File: src/rtl/i2c_addr_match_pkg.sv
package i2c_addr_match_pkg;
  localparam int BYTE_W = 8;
  localparam int PREFIX_W = 5;
  localparam logic [PREFIX_W-1:0] TEN_PREFIX = 5'b11110;

  typedef enum logic [1:0] {
    ST_IDLE = 2'd0,
    ST_ADDR = 2'd1,
    ST_LOW  = 2'd2
  } phase_t;

  typedef struct packed {
    logic captureRw;
    logic fireMatch;
    logic setResume;
    logic clrResume;
  } ctlStrobes_t;
endpackage

File: src/rtl/i2c_addr_match_dp.sv
module i2c_addr_match_dp
  import i2c_addr_match_pkg::*;
(
  input  logic              clk,
  input  logic              rstN,
  input  logic [BYTE_W-1:0] rxByte,
  input  logic [BYTE_W-1:0] addrMain,
  input  logic [BYTE_W-1:0] addrLow,
  input  logic [BYTE_W-1:0] maskBits,
  input  logic              selLow,
  input  ctlStrobes_t       ctl,
  output logic              sevenHit,
  output logic              highHit,
  output logic              lowHit,
  output logic              rxRw,
  output logic              resumeOk,
  output logic              matchPulse,
  output logic              rwFlag
);
  localparam int PREFIX_LSB = BYTE_W - PREFIX_W;

  logic [BYTE_W-1:0] refByte;
  logic [BYTE_W-1:0] bitMiss;

  assign refByte = selLow ? addrLow : addrMain;

  // per-bit masked miss
  for (genvar i = 0; i < BYTE_W; i++) begin : g_bit
    assign bitMiss[i] = (rxByte[i] ^ refByte[i]) & maskBits[i];
  end

  assign sevenHit = ~|bitMiss[BYTE_W-1:1];
  assign highHit  = (rxByte[BYTE_W-1:PREFIX_LSB] == TEN_PREFIX) &&
                    ~|bitMiss[PREFIX_LSB-1:1];
  assign lowHit   = ~|bitMiss;
  assign rxRw     = rxByte[0];

  logic resumeQ, matchQ, rwQ;

  always_ff @(posedge clk) begin
    if (!rstN) begin
      resumeQ <= 1'b0;
      matchQ  <= 1'b0;
      rwQ     <= 1'b0;
    end else begin
      matchQ <= ctl.fireMatch;
      if (ctl.captureRw) rwQ <= rxByte[0];
      if (ctl.clrResume) resumeQ <= 1'b0;
      else if (ctl.setResume) resumeQ <= 1'b1;
    end
  end

  assign resumeOk   = resumeQ;
  assign matchPulse = matchQ;
  assign rwFlag     = rwQ;
endmodule

File: src/rtl/i2c_addr_match_ctl.sv
module i2c_addr_match_ctl
  import i2c_addr_match_pkg::*;
(
  input  logic        clk,
  input  logic        rstN,
  input  logic        rxValid,
  input  logic        startEv,
  input  logic        restartEv,
  input  logic        stopEv,
  input  logic        tenBitMode,
  input  logic        sevenHit,
  input  logic        highHit,
  input  logic        lowHit,
  input  logic        rxRw,
  input  logic        resumeOk,
  output ctlStrobes_t ctl,
  output logic        selLow
);
  phase_t phase, phaseNxt;

  always_comb begin
    phaseNxt = phase;
    ctl      = '0;
    if (stopEv) begin
      phaseNxt      = ST_IDLE;
      ctl.clrResume = 1'b1;
    end else if (startEv || restartEv) begin
      phaseNxt      = ST_ADDR;
      ctl.clrResume = startEv;
    end else if (rxValid) begin
      unique case (phase)
        ST_ADDR: begin
          ctl.captureRw = 1'b1;
          phaseNxt      = ST_IDLE;
          if (!tenBitMode) begin
            ctl.fireMatch = sevenHit;
          end else if (highHit && !rxRw) begin
            phaseNxt      = ST_LOW;
            ctl.clrResume = 1'b1;
          end else if (highHit && resumeOk) begin
            ctl.fireMatch = 1'b1;
          end else begin
            ctl.clrResume = 1'b1;
          end
        end
        ST_LOW: begin
          phaseNxt      = ST_IDLE;
          ctl.fireMatch = lowHit;
          ctl.setResume = lowHit;
        end
        default: phaseNxt = ST_IDLE;
      endcase
    end
  end

  always_ff @(posedge clk) begin
    if (!rstN) phase <= ST_IDLE;
    else       phase <= phaseNxt;
  end

  assign selLow = (phase == ST_LOW);
endmodule

File: src/rtl/i2c_addr_match.sv
module i2c_addr_match
  import i2c_addr_match_pkg::*;
(
  input  logic       clk,
  input  logic       rstN,
  input  logic [7:0] rxByte,
  input  logic       rxValid,
  input  logic       startEv,
  input  logic       restartEv,
  input  logic       stopEv,
  input  logic       tenBitMode,
  input  logic [7:0] addrMain,
  input  logic [7:0] addrLow,
  input  logic [7:0] maskBits,
  output logic       matchPulse,
  output logic       rwFlag,
  output logic       expectLow
);
  ctlStrobes_t ctl;
  logic selLow, sevenHit, highHit, lowHit, rxRw, resumeOk;

  i2c_addr_match_ctl u_ctl (
    .clk(clk), .rstN(rstN), .rxValid(rxValid), .startEv(startEv),
    .restartEv(restartEv), .stopEv(stopEv), .tenBitMode(tenBitMode),
    .sevenHit(sevenHit), .highHit(highHit), .lowHit(lowHit), .rxRw(rxRw),
    .resumeOk(resumeOk), .ctl(ctl), .selLow(selLow)
  );

  i2c_addr_match_dp u_dp (
    .clk(clk), .rstN(rstN), .rxByte(rxByte), .addrMain(addrMain),
    .addrLow(addrLow), .maskBits(maskBits), .selLow(selLow), .ctl(ctl),
    .sevenHit(sevenHit), .highHit(highHit), .lowHit(lowHit), .rxRw(rxRw),
    .resumeOk(resumeOk), .matchPulse(matchPulse), .rwFlag(rwFlag)
  );

  assign expectLow = selLow;
endmodule

File: config.mk
export PLATFORM = sky130hd
export DESIGN_NAME = i2c_addr_match
export DESIGN_NICKNAME = d
export VERILOG_FILES = /design/src/rtl/i2c_addr_match_pkg.sv /design/src/rtl/i2c_addr_match_dp.sv /design/src/rtl/i2c_addr_match_ctl.sv /design/src/rtl/i2c_addr_match.sv
export SDC_FILE = /design/constraint.sdc
export NUM_CORES = 1
export LEC_CHECK = 0
export CAP_MARGIN = 20
export CORE_MARGIN = 1
export CORE_UTILIZATION = 30
export CTS_CLUSTER_SIZE = 20
export DETAILED_ROUTE_END_ITERATION = 10
export GPL_ROUTABILITY_DRIVEN = 0
export GPL_TIMING_DRIVEN = 0
export MAX_ROUTING_LAYER = met4
export PLACE_DENSITY = 0.81
export SLEW_MARGIN = 40
export SYNTH_ARGS = -nofsm -noshare
export SYNTH_HDL_FRONTEND = slang
export SYNTH_SLANG_ARGS = --single-unit
export TNS_END_PERCENT = 5
File: constraint.sdc
create_clock -name clk -period 2.9 [get_ports clk]
set_input_delay 0.58 -clock clk [delete_from_list [all_inputs] [get_ports clk]]
set_output_delay 0.58 -clock clk [all_outputs]
set_load 0.03 [all_outputs]
Word-level counts from Yosys, hierarchy flattened. Index checks and enable logic that the tools add are counted.

Flip-flop bits (word level): 5. Bits in latches: 0. Bits in writable memories: 0. Bits in read-only memories: 0. Input bits: 39. Output and inout port bits: 3. Logic and storage cells: 63. Memories: 0.

Add/subtract/negate cells: 0. Multiply operators: 0. Divide/modulo/power cells: 0. $lt $le $gt $ge: 0. Equal/unequal tests: 3. Shift operators: 0. Mux-type cells: 21. Bitwise logic cells: 18. Reduce and logical (&&, ||, !) cells: 16.

Operators with widths (number): 1-bit two-way mux (13); 1-bit AND (8); 8-bit two-way mux (1); 8-bit OR reduction (1); 1-bit XOR (8); 7-bit OR reduction (1); 2-bit two-way mux (3); 3-bit two-way mux (2); 2-bit OR reduction (3); 5-bit equality test (second input constant) (1); 1-bit logical NOT (4); 4-bit two-way mux (1); 4-bit OR reduction (1); 1-bit logical AND (3); 3-bit OR reduction (1); 2-bit by 1-bit equality test with 1-bit output (second input constant) (1); 2-bit equality test (second input constant) (1); 1-bit NOT (2); 1-bit one-hot mux with 2 select lines (1); 2-bit nonzero test (1); 1-bit logical OR (1).

Logic depth before layout (Yosys ltp).
Word-level depth: 16. Depth in mapped cells: 8. Mapped depth without buffers: 7.

Modules after synthesis. From an unflattened synthesis, not the netlist that was laid out.

Cells, all modules: 66. Area total of the unflattened synthesis: 563.0 sq um.

By module, submodules not included: i2c_addr_match_dp (times used 1, cells an instance 41, area each 366.6 sq um, sequential area each 60.1 sq um); i2c_addr_match_ctl (times used 1, cells an instance 25, area each 196.4 sq um, sequential area each 40.0 sq um).

Worst setup path after synthesis. OpenSTA, ideal clock, no wires.

Kind: reg-to-reg. Start point: register u_ctl.phase[0]. End point: register u_dp.resumeQ, in the netlist u_dp.resumeOk. Data arrival time: 1.853 ns. Required time: 2.814 ns. Setup slack: 0.961 ns. Stages on the path, launching flop included: 9. Path buffers: 1. Cell sequence: dfxtp_1 inv_1 ha_1 buf_2 mux2i_1 mux2i_1 nor4_1 a31oi_1 a211oi_1.

Longest elaborated chain between the ends: 16.

RTL lines: start, declared (RTL line i2c_addr_match_ctl.sv:19) `phase_t phase, phaseNxt;`; start signal, assigned (RTL line i2c_addr_match_ctl.sv:58) `else phase <= phaseNxt;`; 2-bit equality test (*) (RTL line i2c_addr_match_ctl.sv:61) `assign selLow = (phase == ST_LOW);`; net expectLow (RTL line i2c_addr_match.sv:17) `output logic expectLow`; 8-bit two-way mux (RTL line i2c_addr_match_dp.sv:25) `assign refByte = selLow ? addrLow : addrMain;`; 1-bit XOR (RTL line i2c_addr_match_dp.sv:29) `assign bitMiss[i] = (rxByte[i] ^ refByte[i]) & maskBits[i];`; 1-bit AND (RTL line i2c_addr_match_dp.sv:29); 2-bit OR reduction (RTL line i2c_addr_match_dp.sv:34) `~|bitMiss[PREFIX_LSB-1:1];`; 1-bit logical NOT (RTL line i2c_addr_match_dp.sv:34); 1-bit logical AND (RTL line i2c_addr_match_dp.sv:33) `assign highHit = (rxByte[BYTE_W-1:PREFIX_LSB] == TEN_PREFIX) &&`; 1-bit logical AND (RTL line i2c_addr_match_ctl.sv:40) `end else if (highHit && resumeOk) begin`; 1-bit two-way mux (RTL line i2c_addr_match_ctl.sv:40); 1-bit two-way mux (RTL line i2c_addr_match_ctl.sv:37) `end else if (highHit && !rxRw) begin`; 1-bit two-way mux (RTL line i2c_addr_match_ctl.sv:35) `if (!tenBitMode) begin`; 1-bit two-way mux (RTL line i2c_addr_match_ctl.sv:31) `unique case (phase)`; 4-bit two-way mux (*) (RTL line i2c_addr_match_ctl.sv:30) `end else if (rxValid) begin`; 1-bit two-way mux (RTL line i2c_addr_match_ctl.sv:27) `end else if (startEv || restartEv) begin`; 1-bit two-way mux (RTL line i2c_addr_match_ctl.sv:24) `if (stopEv) begin`; 2-bit OR reduction (no line); end signal, assigned (RTL line i2c_addr_match_dp.sv:42) `resumeQ <= 1'b0;`; end signal, assigned (RTL line i2c_addr_match_dp.sv:48) `if (ctl.clrResume) resumeQ <= 1'b0;`; end signal, assigned (RTL line i2c_addr_match_dp.sv:49) `else if (ctl.setResume) resumeQ <= 1'b1;`; end, declared (RTL line i2c_addr_match_dp.sv:38) `logic resumeQ, matchQ, rwQ;`.

Mark *: on every way through the listed nets, which the timed path passes. The rest lies on a longest branch. A chain may end at the register's enable or synchronous reset.

Final worst setup path.
Start point: input rstN. End point: register u_dp.matchQ, in the netlist u_dp.matchPulse.

Longest elaborated chain between the ends: 2.

RTL lines: start, declared (RTL line i2c_addr_match.sv:5) `input logic rstN,`; 1-bit NOT (no line); 4-bit OR reduction (no line); end signal, assigned (RTL line i2c_addr_match_dp.sv:46) `matchQ <= ctl.fireMatch;`; end, declared (RTL line i2c_addr_match_dp.sv:38).

Every way passes these cells.

==> flow_metrics.py <==
metrics = {
    "logic_synthesis": {
        "synth_seq_area_share_pct": 18.78,
        "synthCells": 65,
        "synth_nets": 106,
        "syn_area_per_cell_um2": 8.200,
        "ys_seq_elements": 5,
        "synthDistinctLibCells": 28,
        "yosys.area.top_type": "dfxtp_1",
        "synth_area_um2": 533.0,
        "synth_area_leaders": "dfxtp_1 (19%), mux2i_1 (19%), xnor2_1 (8.2%)",
        "yosys.area.top_type_share_pct": 18.78,
        "ys_warn_count": 0,
    },
    "global_routing": {
        "grt_overflow": 0,
        "grt_antenna_before_repair": 0,
        "track_usage_pct": 18.02,
        "grt_first_pass_wirelength_mm": 2.421,
        "grt_start_max_net_pins": 10,
        "grt_pass1_vias": 608,
    },
    "floorplan": {
        "core_area_um2": 1577,
        "fp.dieH_um": 44.15,
        "start_util_pct": 33.81,
        "rows": 14,
        "io_pins": 42,
        "die_x_um": 44.15,
        "die_area_um2": 1949,
    },
    "pwr": {
        "ir_drop_uv": 143.8,
        "p_leak_nw": 0.3432,
        "power_density_nw_per_um2": 248.7,
        "power_uw": 243.6,
    },
    "sta": {
        "rsz0062_at_grt": "no",
        "worst_pin_slew_ns": 0.5373,
        "hold_viol": 0,
        "setup-violations-final": 0,
        "finalWorstSetupSlack_ns": 0.7150,
        "tns_ns": 0,
        "post-route-min-period_ns": 2.185,
        "max_freq_mhz": 457.7,
        "max-slew-margin-rel_pct": 63.67,
        "period_share_pct": 75.35,
        "drv_slew": 0,
        "fin_worst_skew_ns": 0.002922,
    },
    "clock_network": {
        "clk_pin_slew_ns": 0.05,
        "postCtsSetupRepairBufs": 0,
        "htree_levels": 1,
        "cts_max_path_buffers": 2,
        "hold_buffers": 0,
        "clock_latency_ns": 0.25,
        "cts_root_buffer": "clkbuf_4",
        "cts_buffers": 3,
        "cts_resized": 0,
        "cts.sinks": 5,
        "cts_tree": "built",
    },
    "worst_setup_path": {
        "worstPathArrival_ns": 2.35,
        "crit_type": "in -> reg",
        "reg2reg_depth": 8,
        "end_kind": "flop",
        "cp_max_fo": 3,
        "startpoint_type": "input pin",
        "cp.required_ns": 3.07,
    },
    "drt": {
        "via_per_inst": 5.064,
        "antenna_left": 0,
        "wl_per_cell_um": 11.38,
        "dr.pass1.iters": 9,
        "wirelength_mm": 1.423,
        "drc": 2,
        "first_iter_violations": 8,
        "vias": 633,
    },
    "final_layout": {
        "final_cell_area_um2": 979.7,
        "area_growth_pct": 83.80,
        "layout-drive-gt1-share_pct": 9.174,
        "fillers": 162,
        "diodes": 0,
        "nets": 151,
        "fin_util_pct": 62.14,
    },
    "placement": {
        "place_ws_ns": 0.4393,
        "port_buffers": 40,
        "placedInstanceArea_um2": 953.4,
        "dp_hpwl_mm": 1.218,
    },
    "job": {
        "max-cap-violations": 0,
    },
    "run_status": {
        "violations": "design-rule violations",
        "status": "complete, but fails checks",
    },
    "min_path": {
        "hp-class": "reg -> reg",
        "hold_path_depth": 2,
    },
}
==> area by class of cell <==
class | count | area, um2 | share of cell area, %
Buffer | 1 | 5.005 | 0.5109
Tap cell | 16 | 20.02 | 2.043
Timing Repair Buffer | 40 | 400.4 | 40.87
Clock buffer | 4 | 26.28 | 2.682
Inverter | 4 | 15.01 | 1.533
Sequential cell | 5 | 100.1 | 10.22
Multi-Input combinational cell | 55 | 412.9 | 42.15
==> per-stage QoR <==
step	cells	hold WS, ns
2_1_floorplan	65	0.4822
3_3_place_gp	121	0.4540
3_5_place_dp	121	0.4627
4_1_cts	125	0.4771
5_1_grt	125	0.5426
6_report	125	0.4703
==> where the power goes <==
| part | switching (mW) | leakage (nW) | internal, mW |
|---|---|---|---|
| Sequential | 0.000450 | 0.0405 | 0.0698 |
| Combinational | 0.0269 | 0.288 | 0.0606 |
| Clock | 0.0335 | 0.0150 | 0.0523 |
==> worst max-delay path, stage by stage <==
cell	delay, ns
clkdlybuf4s50_1	0.50
or3b_4	0.40
or3_1	0.37
nor4_1	0.27
o2111ai_1	0.15
o31ai_1	0.09
==> logic make-up after synthesis <==
family                     count (synthesis)  synth area share [%]
buffers and inverters                      5                 3.754
and+or+nand+nor                           26                 29.11
AOI/OAI and AO/OA                         12                 16.67
xor gates and xnor gates                   5                 8.216
adders and majority gates                  2                 4.694
DFF                                        5                 18.78
muxes                                     10                 18.78
==> sequential cells by signal, summed over array words and instances (netlist names) <==
signal           cells
u_dp.resumeOk        1
u_dp.rwFlag          1
u_ctl.phase          2
u_dp.matchPulse      1
==> Yosys cell counts <==
cell / count
mux2i_1: 10
nand2_1: 6
dfxtp_1: 5
nor2_1: 5
xnor2_1: 5
inv_1: 4
or2b_2: 4
o21ai_0: 3
ha_1: 2
nand4_1: 2
nor4_1: 2
a211oi_1: 1
a21boi_0: 1
a22oi_1: 1
a22oi_2: 1
a31oi_1: 1
a41oi_1: 1
and3b_1: 1
and4_1: 1
buf_2: 1
nand3_1: 1
nor3_1: 1
nor4b_1: 1
o2111ai_1: 1
o211ai_1: 1
o31ai_1: 1
or3_1: 1
or3b_4: 1
==> layer usage <==
metal | up-vias | wire length [um] | GRT usage (%)
met5 | - | 0 | -
met4 | 0 | 52 | 10.30
met3 | 7 | 113 | 7.347
met2 | 27 | 674 | 28.53
met1 | 267 | 583 | 18.81
li1 | 332 | - | -
==> layout by cell type, fill, tap and decap left out, drive strengths merged, types with 2 or more instances in the layout <==
| cell type | count |
|---|---|
| a22oi | 2 |
| o21ai | 3 |
| clkdlybuf4s50 | 40 |
| ha | 2 |
| nor2 | 5 |
| nand4 | 2 |
| mux2i | 10 |
| inv | 4 |
| or2b | 4 |
| nor4 | 2 |
| dfxtp | 5 |
| xnor2 | 5 |
| nand2 | 6 |
| clkbuf | 4 |
==> final timing paths <==
check	from	endpoint	slack, ns
worst max-delay path	rstN	u_dp.matchPulse	0.71
worst min-delay path	u_dp.rwFlag	u_dp.rwFlag	0.47
worst max register to register	u_ctl.phase[0]	u_dp.resumeOk	1.01
worst min register to register	u_dp.rwFlag	u_dp.rwFlag	0.47
No activity file was read; power rests on OpenSTA's default activity.
